==> config.mk <==
export PLATFORM = sky130hd
export DESIGN_NAME = frame_paced_audio_tx
export DESIGN_NICKNAME = d
export VERILOG_FILES = /design/src/rtl/fpat_pkg.sv /design/src/rtl/fpat_packer.sv /design/src/rtl/fpat_fifo.sv /design/src/rtl/fpat_pacer.sv /design/src/rtl/fpat_serializer.sv /design/src/rtl/frame_paced_audio_tx.sv
export SDC_FILE = /design/constraint.sdc
export NUM_CORES = 2
export LEC_CHECK = 0
export BUFFER_PORTS_ARGS = -buffer_cell sky130_fd_sc_hd__clkbuf_2
export CORE_ASPECT_RATIO = 1.1
export CORE_MARGIN = 2
export CORE_UTILIZATION = 34
export DETAILED_ROUTE_END_ITERATION = 10
export GPL_TIMING_DRIVEN = 0
export PLACE_DENSITY_LB_ADDON = 0.08
export SYNTH_ARGS = -nofsm -noshare
export SYNTH_HDL_FRONTEND = slang
export SYNTH_SLANG_ARGS = --single-unit
==> constraint.sdc <==
create_clock -name clk -period 4.2 [get_ports clk]
set_input_delay 0.63 -clock clk [delete_from_list [all_inputs] [get_ports clk]]
set_output_delay 0.63 -clock clk [all_outputs]
set_load 0.1 [all_outputs]
==> src/rtl/fpat_pkg.sv <==
package fpat_pkg;
  localparam int SW = 24;

  typedef enum logic [1:0] {
    FMT_I2S   = 2'd0,
    FMT_LSB16 = 2'd1,
    FMT_LSB18 = 2'd2,
    FMT_LSB20 = 2'd3
  } ser_fmt_e;

  typedef enum logic [1:0] {
    IW_8   = 2'd0,
    IW_16  = 2'd1,
    IW_24  = 2'd2,
    IW_24B = 2'd3
  } in_width_e;

  typedef struct packed {
    logic [SW-1:0] l;
    logic [SW-1:0] r;
  } pair_t;
endpackage

==> src/rtl/fpat_packer.sv <==
module fpat_packer
  import fpat_pkg::*;
(
  input  logic          clk,
  input  logic          rst_n,
  input  logic          wr_en,
  input  logic [SW-1:0] wr_data,
  input  logic [1:0]    in_width,
  input  logic          in_stereo,
  output logic          push_o,
  output pair_t         pair_o
);
  logic [SW-1:0] aligned;
  logic          have_left_q, have_left_d;
  logic [SW-1:0] left_q, left_d;
  logic          push_d;
  pair_t         pair_d;

  always_comb begin
    case (in_width_e'(in_width))
      IW_8:    aligned = {wr_data[7:0], 16'h0000};
      IW_16:   aligned = {wr_data[15:0], 8'h00};
      default: aligned = wr_data;
    endcase
    push_d      = wr_en && (!in_stereo || have_left_q);
    pair_d      = in_stereo ? pair_t'{l: left_q, r: aligned} : pair_t'{l: aligned, r: aligned};
    left_d      = (wr_en && in_stereo && !have_left_q) ? aligned : left_q;
    have_left_d = in_stereo ? (have_left_q ^ wr_en) : 1'b0;
  end

  always_ff @(posedge clk or negedge rst_n) begin
    if (!rst_n) begin
      have_left_q <= 1'b0;
      left_q      <= '0;
      push_o      <= 1'b0;
      pair_o      <= '0;
    end else begin
      have_left_q <= have_left_d;
      left_q      <= left_d;
      push_o      <= push_d;
      if (push_d) pair_o <= pair_d;
    end
  end

  // a mono pair always carries one word on both channels
  p_mono_dup_r8: assert property (@(posedge clk) disable iff (!rst_n)
    ($past(wr_en) && !$past(in_stereo)) |-> (push_o && pair_o.l == pair_o.r));
endmodule

==> src/rtl/fpat_fifo.sv <==
module fpat_fifo
  import fpat_pkg::*;
#(
  parameter int DEPTH = 64
) (
  input  logic  clk,
  input  logic  rst_n,
  input  logic  push,
  input  pair_t din,
  input  logic  pop,
  output pair_t dout,
  output logic  empty,
  output logic  full
);
  localparam int AW = (DEPTH > 1) ? $clog2(DEPTH) : 1;
  localparam logic [AW-1:0] LAST = AW'(DEPTH - 1);
  localparam logic [AW:0]   FULLC = (AW+1)'(DEPTH);

  pair_t         mem [DEPTH];
  logic [AW-1:0] wp_q, wp_d, rp_q, rp_d;
  logic [AW:0]   cnt_q, cnt_d;
  logic          do_wr, do_rd;

  always_comb begin
    empty = (cnt_q == '0);
    full  = (cnt_q == FULLC);
    do_wr = push && !full;
    do_rd = pop && !empty;
    wp_d  = do_wr ? ((wp_q == LAST) ? '0 : wp_q + 1'b1) : wp_q;
    rp_d  = do_rd ? ((rp_q == LAST) ? '0 : rp_q + 1'b1) : rp_q;
    cnt_d = cnt_q + (AW+1)'(do_wr) - (AW+1)'(do_rd);
    dout  = mem[rp_q];
  end

  always_ff @(posedge clk) begin
    if (do_wr) mem[wp_q] <= din;
  end

  always_ff @(posedge clk or negedge rst_n) begin
    if (!rst_n) begin
      wp_q  <= '0;
      rp_q  <= '0;
      cnt_q <= '0;
    end else begin
      wp_q  <= wp_d;
      rp_q  <= rp_d;
      cnt_q <= cnt_d;
    end
  end

  // a write into a full buffer leaves its occupancy unchanged unless read
  p_full_drop_r9: assert property (@(posedge clk) disable iff (!rst_n)
    (push && full && !pop) |=> full);
endmodule

==> src/rtl/fpat_pacer.sv <==
module fpat_pacer #(
  parameter int FRAME_CLKS = 24576,
  parameter int CNT_W      = 8
) (
  input  logic clk,
  input  logic rst_n,
  input  logic frame_tick,
  input  logic pair_push,
  output logic release_o
);
  localparam int ACC_W = $clog2(FRAME_CLKS) + 2;
  localparam logic [ACC_W-1:0] FRAME_C = ACC_W'(FRAME_CLKS);

  logic [CNT_W-1:0] cnt_q, cnt_d, rate_q, rate_d;
  logic [ACC_W-1:0] acc_q, acc_d, sum;

  always_comb begin
    sum       = acc_q + ACC_W'(rate_q);
    release_o = (rate_q != '0) && (sum >= FRAME_C);
    cnt_d     = cnt_q + CNT_W'(pair_push);
    rate_d    = rate_q;
    acc_d     = acc_q;
    if (rate_q != '0) acc_d = release_o ? (sum - FRAME_C) : sum;
    if (frame_tick) begin
      cnt_d  = CNT_W'(pair_push);
      rate_d = cnt_q;
      acc_d  = FRAME_C - ACC_W'(cnt_q);
    end
  end

  always_ff @(posedge clk or negedge rst_n) begin
    if (!rst_n) begin
      cnt_q  <= '0;
      rate_q <= '0;
      acc_q  <= '0;
    end else begin
      cnt_q  <= cnt_d;
      rate_q <= rate_d;
      acc_q  <= acc_d;
    end
  end

  // releases never come back to back while the count is below the frame length
  p_release_gap_r3: assert property (@(posedge clk) disable iff (!rst_n)
    (release_o && !frame_tick) |=> !release_o);
endmodule

==> src/rtl/fpat_serializer.sv <==
module fpat_serializer
  import fpat_pkg::*;
#(
  parameter int BCLK_HALF = 1
) (
  input  logic       clk,
  input  logic       rst_n,
  input  logic       start,
  input  pair_t      pair_i,
  input  logic [1:0] fmt_i,
  output logic       busy_o,
  output logic       bclk_o,
  output logic       ws_o,
  output logic       sd_o
);
  localparam int HCW = (BCLK_HALF > 1) ? $clog2(BCLK_HALF) : 1;
  localparam logic [HCW-1:0] HLAST = HCW'(BCLK_HALF - 1);

  typedef enum logic [1:0] {ST_IDLE, ST_LOW, ST_HIGH} st_e;

  st_e        st_q, st_d;
  logic [5:0] k_q, k_d;
  logic [HCW-1:0] h_q, h_d;
  pair_t      pair_q, pair_d;
  ser_fmt_e   fmt_q, fmt_d;
  logic       bclk_d, ws_d, sd_d;

  function automatic logic bit_at(input logic [5:0] k, input pair_t p, input ser_fmt_e f);
    logic [SW-1:0] ch;
    int pos, w, idx;
    logic b;
    ch  = k[5] ? p.r : p.l;
    pos = int'(k[4:0]);
    b   = 1'b0;
    if (f == FMT_I2S) begin
      idx = 24 - pos;
      if (pos >= 1 && pos <= 24) b = ch[idx[4:0]];
    end else begin
      w = (f == FMT_LSB16) ? 16 : (f == FMT_LSB18) ? 18 : 20;
      idx = 24 - w + 31 - pos;
      b = (pos < 32 - w) ? ch[SW-1] : ch[idx[4:0]];
    end
    return b;
  endfunction

  function automatic logic ws_at(input logic [5:0] k, input ser_fmt_e f);
    return (f == FMT_I2S) ? (k >= 6'd31 && k <= 6'd62) : k[5];
  endfunction

  always_comb begin
    st_d = st_q; k_d = k_q; h_d = h_q; pair_d = pair_q; fmt_d = fmt_q;
    bclk_d = bclk_o; ws_d = ws_o; sd_d = sd_o;
    case (st_q)
      ST_IDLE: if (start) begin
        st_d = ST_LOW; k_d = '0; h_d = '0;
        pair_d = pair_i; fmt_d = ser_fmt_e'(fmt_i);
        bclk_d = 1'b0;
        ws_d = ws_at(6'd0, ser_fmt_e'(fmt_i));
        sd_d = bit_at(6'd0, pair_i, ser_fmt_e'(fmt_i));
      end
      ST_LOW: begin
        if (h_q == HLAST) begin st_d = ST_HIGH; h_d = '0; bclk_d = 1'b1; end
        else h_d = h_q + 1'b1;
      end
      default: begin
        if (h_q != HLAST) h_d = h_q + 1'b1;
        else if (k_q == 6'd63) begin
          st_d = ST_IDLE; h_d = '0; bclk_d = 1'b0; ws_d = 1'b0; sd_d = 1'b0;
        end else begin
          st_d = ST_LOW; h_d = '0; k_d = k_q + 1'b1; bclk_d = 1'b0;
          ws_d = ws_at(k_q + 1'b1, fmt_q);
          sd_d = bit_at(k_q + 1'b1, pair_q, fmt_q);
        end
      end
    endcase
    busy_o = (st_q != ST_IDLE);
  end

  always_ff @(posedge clk or negedge rst_n) begin
    if (!rst_n) begin
      st_q <= ST_IDLE; k_q <= '0; h_q <= '0; pair_q <= '0; fmt_q <= FMT_I2S;
      bclk_o <= 1'b0; ws_o <= 1'b0; sd_o <= 1'b0;
    end else begin
      st_q <= st_d; k_q <= k_d; h_q <= h_d; pair_q <= pair_d; fmt_q <= fmt_d;
      bclk_o <= bclk_d; ws_o <= ws_d; sd_o <= sd_d;
    end
  end

  // word select only moves while the bit clock is low
  p_ws_on_low_r4: assert property (@(posedge clk) disable iff (!rst_n)
    !$stable(ws_o) |-> !bclk_o);
  // the bit clock is gated off between bursts
  p_idle_quiet_r4: assert property (@(posedge clk) disable iff (!rst_n)
    (st_q == ST_IDLE) |-> (!bclk_o && !ws_o && !sd_o));
endmodule

==> src/rtl/frame_paced_audio_tx.sv <==
module frame_paced_audio_tx
  import fpat_pkg::*;
#(
  parameter int CLK_PER_FRAME = 24576,
  parameter int BCLK_HALF     = 1,
  parameter int DEPTH         = 64,
  parameter int CNT_W         = 8
) (
  input  logic          clk,
  input  logic          rst_n,
  input  logic          frame_tick,
  input  logic          wr_en,
  input  logic [23:0]   wr_data,
  input  logic [1:0]    in_width,
  input  logic          in_stereo,
  input  logic [1:0]    out_fmt,
  output logic          bclk,
  output logic          ws,
  output logic          sd,
  output logic          underrun
);
  logic  push, rel, busy, start, empty, full, pend_q, pend_d, und_d;
  pair_t push_pair, fifo_dout, ser_pair, last_q, last_d;

  fpat_packer u_packer (
    .clk(clk), .rst_n(rst_n), .wr_en(wr_en), .wr_data(wr_data),
    .in_width(in_width), .in_stereo(in_stereo), .push_o(push), .pair_o(push_pair)
  );

  fpat_fifo #(.DEPTH(DEPTH)) u_fifo (
    .clk(clk), .rst_n(rst_n), .push(push), .din(push_pair),
    .pop(start), .dout(fifo_dout), .empty(empty), .full(full)
  );

  fpat_pacer #(.FRAME_CLKS(CLK_PER_FRAME), .CNT_W(CNT_W)) u_pacer (
    .clk(clk), .rst_n(rst_n), .frame_tick(frame_tick),
    .pair_push(push), .release_o(rel)
  );

  fpat_serializer #(.BCLK_HALF(BCLK_HALF)) u_ser (
    .clk(clk), .rst_n(rst_n), .start(start), .pair_i(ser_pair), .fmt_i(out_fmt),
    .busy_o(busy), .bclk_o(bclk), .ws_o(ws), .sd_o(sd)
  );

  always_comb begin
    start    = pend_q && !busy;
    ser_pair = empty ? last_q : fifo_dout;
    pend_d   = rel || (pend_q && !start);
    last_d   = start ? ser_pair : last_q;
    und_d    = underrun || (start && empty);
  end

  always_ff @(posedge clk or negedge rst_n) begin
    if (!rst_n) begin
      pend_q   <= 1'b0;
      last_q   <= '0;
      underrun <= 1'b0;
    end else begin
      pend_q   <= pend_d;
      last_q   <= last_d;
      underrun <= und_d;
    end
  end

  p_underrun_sticky_r9: assert property (@(posedge clk) disable iff (!rst_n)
    underrun |=> underrun);
  p_underrun_on_empty_r9: assert property (@(posedge clk) disable iff (!rst_n)
    (start && empty) |=> underrun);
  // a burst starts only from an idle serializer, so bit clock is low then
  p_start_idle_r2: assert property (@(posedge clk) disable iff (!rst_n)
    start |-> !bclk);
endmodule

==> Word-level counts from Yosys, hierarchy flattened <==
Memories as Yosys holds them, arrays and structs flattened.
Index checks and enable logic that the tools add are counted.
{ "totals": {"reg_bits": 238, "latchBits": 0, "mem_bits_rw": 3072, "rom_bits": 0, "input_bits": 33, "word_cells": 152, "memories": 1} }
{ "op_classes": {"add_sub_neg": 18, "mul": 0, "div_mod_pow": 0, "magnitude_cmp": 10, "eq_ne": 14, "n_shift": 0, "n_mux": 51, "bitwise": 2, "n_reduce_logical": 32} }
{ "memory_table": {"columns": ["name", "words", "width", "rd", "rd_ports_with_merged_regs", "wr", "line_no", "rtl"], "rows": [
  ["u_fifo.mem", 64, 48, 1, 0, 1, "fpat_fifo.sv:19", "pair_t mem [DEPTH];"]
]} }
{ "ops": {"columns": ["cell", "count"], "rows": [
  ["2-to-1 mux 48 bit", 2],
  ["subtractor 7 x 32 -> 32 bit (first input constant)", 2],
  ["2-to-1 mux 17 bit", 3],
  ["one-hot mux 24 bit (2 select lines)", 1],
  ["less-than comparator 1 x 32 -> 1 bit (first input constant)", 1],
  ["less-than comparator 6 x 32 -> 1 bit", 1],
  ["2-to-1 mux 6 bit", 5],
  ["2-to-1 mux 24 bit", 1],
  ["2-to-1 mux 1 bit", 23],
  ["adder 6 x 1 -> 6 bit (second input constant)", 3],
  ["equality test 6 bit (second input constant)", 3],
  ["less-than comparator 5 x 6 -> 1 bit (second input constant)", 3],
  ["adder 17 x 8 -> 17 bit", 1],
  ["greater-or-equal comparator 17 x 15 -> 1 bit (second input constant)", 1],
  ["subtractor 17 x 15 -> 17 bit (second input constant)", 1],
  ["subtractor 15 x 8 -> 16 bit (first input constant)", 1],
  ["binary-select mux 1 bit (select 5 bit)", 3],
  ["2-to-1 mux 3 bit", 4],
  ["one-hot mux 6 bit (2 select lines)", 1],
  ["logical AND 1 bit", 11],
  ["adder 5 x 1 -> 5 bit (second input constant)", 2],
  ["subtractor 4 x 5 -> 5 bit (first input constant)", 2],
  ["adder 8 x 1 -> 8 bit", 1],
  ["equality test 2 x 1 -> 1 bit (second input constant)", 4],
  ["other kinds (27)", 47]
]} }

==> Depth between registers and ports, before layout <==
{ "depth": {"ltp_word": 13, "ltp_mapped": 21} }

==> Cells and area by module <==
A second synthesis with hierarchy kept.
{ "unflattened": {"cells_unflattened": 6256, "hier_area_um2": 129949.6} }
{ "modules_own_cells": {"columns": ["module", "n_inst", "cells_per_inst", "area_per_inst_um2", "seq_area_each_um2"], "rows": [
  ["fpat_fifo", 1, 5155, 117602.8, 92723.9],
  ["fpat_serializer", 1, 348, 3756.1, 1501.4],
  ["fpat_packer", 1, 316, 3599.7, 1851.8],
  ["fpat_pacer", 1, 276, 2539.9, 825.8],
  ["frame_paced_audio_tx", 1, 161, 2451.1, 1251.2]
]} }

==> Worst setup path before layout <==
Ideal clock, no wire load.
{ "synth_timing": {"path_kind": "register to register", "startpoint": "register u_fifo.cnt_q[4]", "endpoint": "memory u_fifo.mem[62][0] (netlist name), enable pin", "t_arrival_ns": 3.674, "t_required_ns": 3.746, "path_slack_ns": 0.072, "stages_incl_launch_ff": 8, "path_buffers": 0, "period_less_slack_ns": 4.128, "path_cell_list": "dfrtp_1 inv_1 ha_1 nor4bb_1 a21boi_1 and2_1 nand3_1 nor2_1"} }
{ "synth_via": {"elab_chain_cells": 5} }
{ "synth_rtl": {"columns": ["element", "line_no", "rtl"], "rows": [
  ["start: declaration", "fpat_fifo.sv:21", "logic [AW:0] cnt_q, cnt_d;"],
  ["start signal: assignment", "fpat_fifo.sv:47", "cnt_q <= cnt_d;"],
  ["equality test 7 bit", "fpat_fifo.sv:26", "full = (cnt_q == FULLC);"],
  ["zero test 1 bit", "fpat_fifo.sv:27", "do_wr = push && !full;"],
  ["logical AND 1 bit", "fpat_fifo.sv:27", null],
  ["named net u_fifo.do_wr", "fpat_fifo.sv:22", "logic do_wr, do_rd;"],
  ["2-to-1 mux 1 bit", "fpat_fifo.sv:36", "if (do_wr) mem[wp_q] <= din;"],
  ["2-to-1 mux 1 bit (not written as such)", "fpat_fifo.sv:36", null],
  ["end: declaration", "fpat_fifo.sv:19", null]
]} }
The timed path passes the listed nets, and every way through them passes these cells.

==> Worst setup path after layout <==
{ "layout_timing": {"startpoint": "register u_fifo.rp_q[1]", "endpoint": "register u_ser.sd_o"} }
{ "layout_via": {"elab_chain_cells": 8} }
{ "layout_rtl": {"columns": ["element", "line_no", "rtl"], "rows": [
  ["start: declaration", "fpat_fifo.sv:20", "logic [AW-1:0] wp_q, wp_d, rp_q, rp_d;"],
  ["start signal: assignment", "fpat_fifo.sv:46", "rp_q <= rp_d;"],
  ["memory read (64 x 48 bit) (*)", null, null],
  ["2-to-1 mux 48 bit (*)", "frame_paced_audio_tx.sv:47", "ser_pair = empty ? last_q : fifo_dout;"],
  ["binary-select mux 1 bit (select 5 bit)", "fpat_serializer.sv:41", "b = (pos < 32 - w) ? ch[SW-1] : ch[idx[4:0]];"],
  ["2-to-1 mux 1 bit (not written as such)", "fpat_serializer.sv:41", null],
  ["2-to-1 mux 1 bit (*)", "fpat_serializer.sv:41", null],
  ["2-to-1 mux 1 bit (*)", "fpat_serializer.sv:35", "if (f == FMT_I2S) begin"],
  ["2-to-1 mux 1 bit (*)", "fpat_serializer.sv:54", "ST_IDLE: if (start) begin"],
  ["one-hot mux 1 bit (2 select lines) (*)", "fpat_serializer.sv:53", "case (st_q)"],
  ["end signal: assignment", "fpat_serializer.sv:82", "bclk_o <= 1'b0; ws_o <= 1'b0; sd_o <= 1'b0;"],
  ["end signal: assignment", "fpat_serializer.sv:85", "bclk_o <= bclk_d; ws_o <= ws_d; sd_o <= sd_d;"],
  ["end: declaration", "fpat_serializer.sv:14", "output logic sd_o"]
]} }
Mark *: on every way between the ends. The rest lies on a longest branch, timed or not. The select of a mux whose other input is x is not followed.
A chain may end at the register's enable or synchronous reset.

==> reports/qor.yml <==
hp-class: "input port to register"
synth_edf_count: 3072
powerDensity_nw_per_um2: 668
drt-initial-drc-count: 7076
placed_area_sq_um: 139000
post-route-period-util_pct: 101
drc_errors: 0
wl_per_cell_um: 36.5
critPathSlowestCell: "buf_2"
drive_above_1_share_pct: 32.0
cts_tree: "yes"
grt_max_degree: 100
cts_buffer_depth: 4
avgViaCountPerCell: 5.45
finalSetupViolCount: 1
crit_path_end_kind: "register"
vias: 63154
areaGrowthSynthToFinish_pct: 18.5
routed-wl-met2_mm: 212
violations: "setup timing"
synth_nets: 5739
wl_met3_mm: 21.5
fp.dieW_um: 587
syn_area_sq_um: 127000
yosysWarnings: 0
stdcell_count: 11584
synth_top_area_share_pct: 72.5
async_flop_share_pct: 5.77
outcome: "finished, violations left"
synth_commonest_cells: "edfxtp_1, mux4_2, nand2_1"
fillers: 33006
highest_layer: "met5"
crit_required_ps: 4990
met1_length_mm: 181
numClockSinks: 3260
ys_seq_elements: 3260
cts-root-buf: "clkbuf_16"
cpPeakStageDelay_ps: 700
grt_first_pass_wirelength_mm: 570
ys.flop_type: "edfxtp_1"
final_area_sq_um: 151000
finalHoldViolCount: 0
skew_ps: 59.4
htreeDepth: 5
ir_drop_mv: 0.457
start_kind: "register"
grt_pass1_vias: 64526
worst-path-max-fanout: 10
tritoncts.num_buffers: 357
drt_pre_antenna_iters: 5
grt_setup_unrepaired: "yes"
fin_crit_ps: 4230
yosys-top-cells-area: "edfxtp_1, mux4_2, dfrtp_1"
slew_viol_final: 0
clock_latency_ps: 950
port_buffers: 35
gr-usage-all-layers_pct: 22.1
final_antenna_net_count: 0
dpl.hpwl_mm: 293
num_rows: 235
dp_cells: 10907
seq_area_frac_synth_pct: 76.2
leakagePower_nw: 47.7
critPathKind: "register to register"
cp_cell_sequence: "buf_4 -> buf_2 -> buf_2 -> mux4_2 -> a22oi_1 -> o21ai_0 -> nor2_1 -> a31oi_1 -> a211oi_1 -> or2_1 -> o32ai_1"
setup_ws_ps: -30.7
synth_cell_types: 76
routed_wirelength_mm: 423
ios: 37
dieArea_sq_um: 379000
syn_avg_cell_area_sq_um: 22.5
clk_pin_slew_ps: 60
grt.overflow.total: 0
start_util_pct: 34.2
grt_antenna_before_repair: 47
setup_tns_ps: -30.7
globalplace.congestion: 0.834
core_area_sq_um: 372000
fmax_mhz: 236
max-cap-violations: 0
arrival_ps: 5020
yosysTopAreaCell: "edfxtp_1"
cp_common_cell: "buf_2"
dieHeight_um: 645
fin_nets: 6371
relSlewSlack_pct: 12.5
worst_pin_slew_ps: 1310
yosysMostFrequentCell: "edfxtp_1"
syn_inst: 5662
==> per-stage QoR <==
stage / setup slack, ps / util (%) / hold WS (ps) / total power [mW]
6_report: -30.7 / 40.5 / 82.9 / 101
5_1_grt: -55.3 / 40.5 / 35.6 / 104
3_5_place_dp: -1500 / 37.4 / 467 / 70.8
3_3_place_gp: -5770 / 35.9 / 462 / 70.1
4_1_cts: 3.40 / 40.5 / 4.47 / 102
2_1_floorplan: 72.1 / - / 334 / 56.6
==> power breakdown <==
part	leakage (nW)	internal, mW	total [mW]	switching [mW]
logic	11.8	12.3	31.1	18.8
registers	30.4	37.7	39.0	1.21
clock network	5.51	17.6	30.6	13.0
total	47.7	67.7	101	33.0
==> final timing paths <==
kind	start	endpoint	slack [ps]	cells after the start
worst max-delay path	u_fifo.rp_q[1]	u_ser.sd_o	-30	11
worst min-delay path	wr_en	u_packer.have_left_q	80	3
worst max register to register	u_fifo.rp_q[1]	u_ser.sd_o	-30	11
worst min register to register	register	register	490	2
max in group asynchronous	rst_n	u_packer.pair_o[26]	2700	4
min in group asynchronous	rst_n	u_pacer.acc_q[9]	130	2
==> layer usage <==
metal,GRT usage [%],vias up
met3,2.90,454
met2,37.7,2036
met4,4.60,6
met5,0,-
met1,30.4,35419
li1,-,25239
==> sequential cells by signal (all words and copies together), names as in the netlist, 2 cells and up, named ones only <==
signal	cells
u_fifo.cnt_q	7
u_fifo.mem	3072
u_fifo.rp_q	6
u_fifo.wp_q	6
u_pacer.acc_q	17
u_pacer.cnt_q	8
u_pacer.rate_q	8
u_packer.left_q	24
u_packer.pair_o	48
u_ser.fmt_q	2
u_ser.k_q	6
u_ser.pair_q	4
u_ser.st_q	2
==> kinds of logic (layout without fill, tap and decap cells) <==
| family | after synthesis | after routing | synth area share, % |
|---|---|---|---|
| xor+xnor | 41 | 41 | 0.282 |
| simple gates | 583 | 583 | 2.04 |
| flops | 3260 | 3260 | 76.2 |
| buf+inv | 357 | 1283 | 1.31 |
| compound gates | 314 | 314 | 1.53 |
| fa+ha+maj | 44 | 44 | 0.451 |
| mux | 1063 | 1063 | 18.1 |
| other cells | 0 | 19 | 0 |
==> cell type report <==
cell class / instances / area (sq um) / area share [%]
antenna: 19 / 47.5 / 0.0315
buffer: 302 / 1670 / 1.11
clock buffer: 469 / 9760 / 6.47
clock inverter: 184 / 1520 / 1.01
inverter: 51 / 203 / 0.134
multi-input combinational: 2045 / 29100 / 19.3
sequential: 3260 / 97000 / 64.4
tap: 4977 / 6230 / 4.13
timing repair buffer: 277 / 5210 / 3.45
==> layout by cell type, fill, tap and decap left out, types with 14 or more instances in the layout <==
cell type,count
edfxtp_1,3072
mux4_2,992
clkbuf_16,369
nand2_1,266
buf_12,196
clkbuf_1,162
dfrtp_1,140
o21ai_0,114
buf_2,111
nor2_1,100
clkinv_1,77
a21oi_1,72
nor2_4,64
clkinv_2,59
clkbuf_2,56
mux2i_1,52
dfrtp_2,48
inv_1,47
ha_1,39
nand3_1,37
buf_16,37
buf_4,36
xnor2_1,22
buf_1,22
bufinv_16,21
diode_2,19
xor2_1,19
mux2_2,19
a22oi_1,17
clkbuf_8,17
nor3_1,16
buf_6,14
==> timing repair <==
item / 4_1_cts / 5_1_grt
pin swaps: 0 / 1
hold buffers: 4 / 0
setup buffers: 3 / 2
setup endpoints to repair: 51 / 14
gates resized for setup: 81 / 9
hold endpoints to repair: 92 / 0
==> worst max-delay path, delay by kind of cell (launching register included) <==
family	cells	cell delay, ps
and+or+nand+nor	2	620
muxes	1	460
buffers and inverters	3	1610
AOI/OAI and AO/OA	5	840
DFF	1	530
No activity file was read; power rests on OpenSTA's default activity.
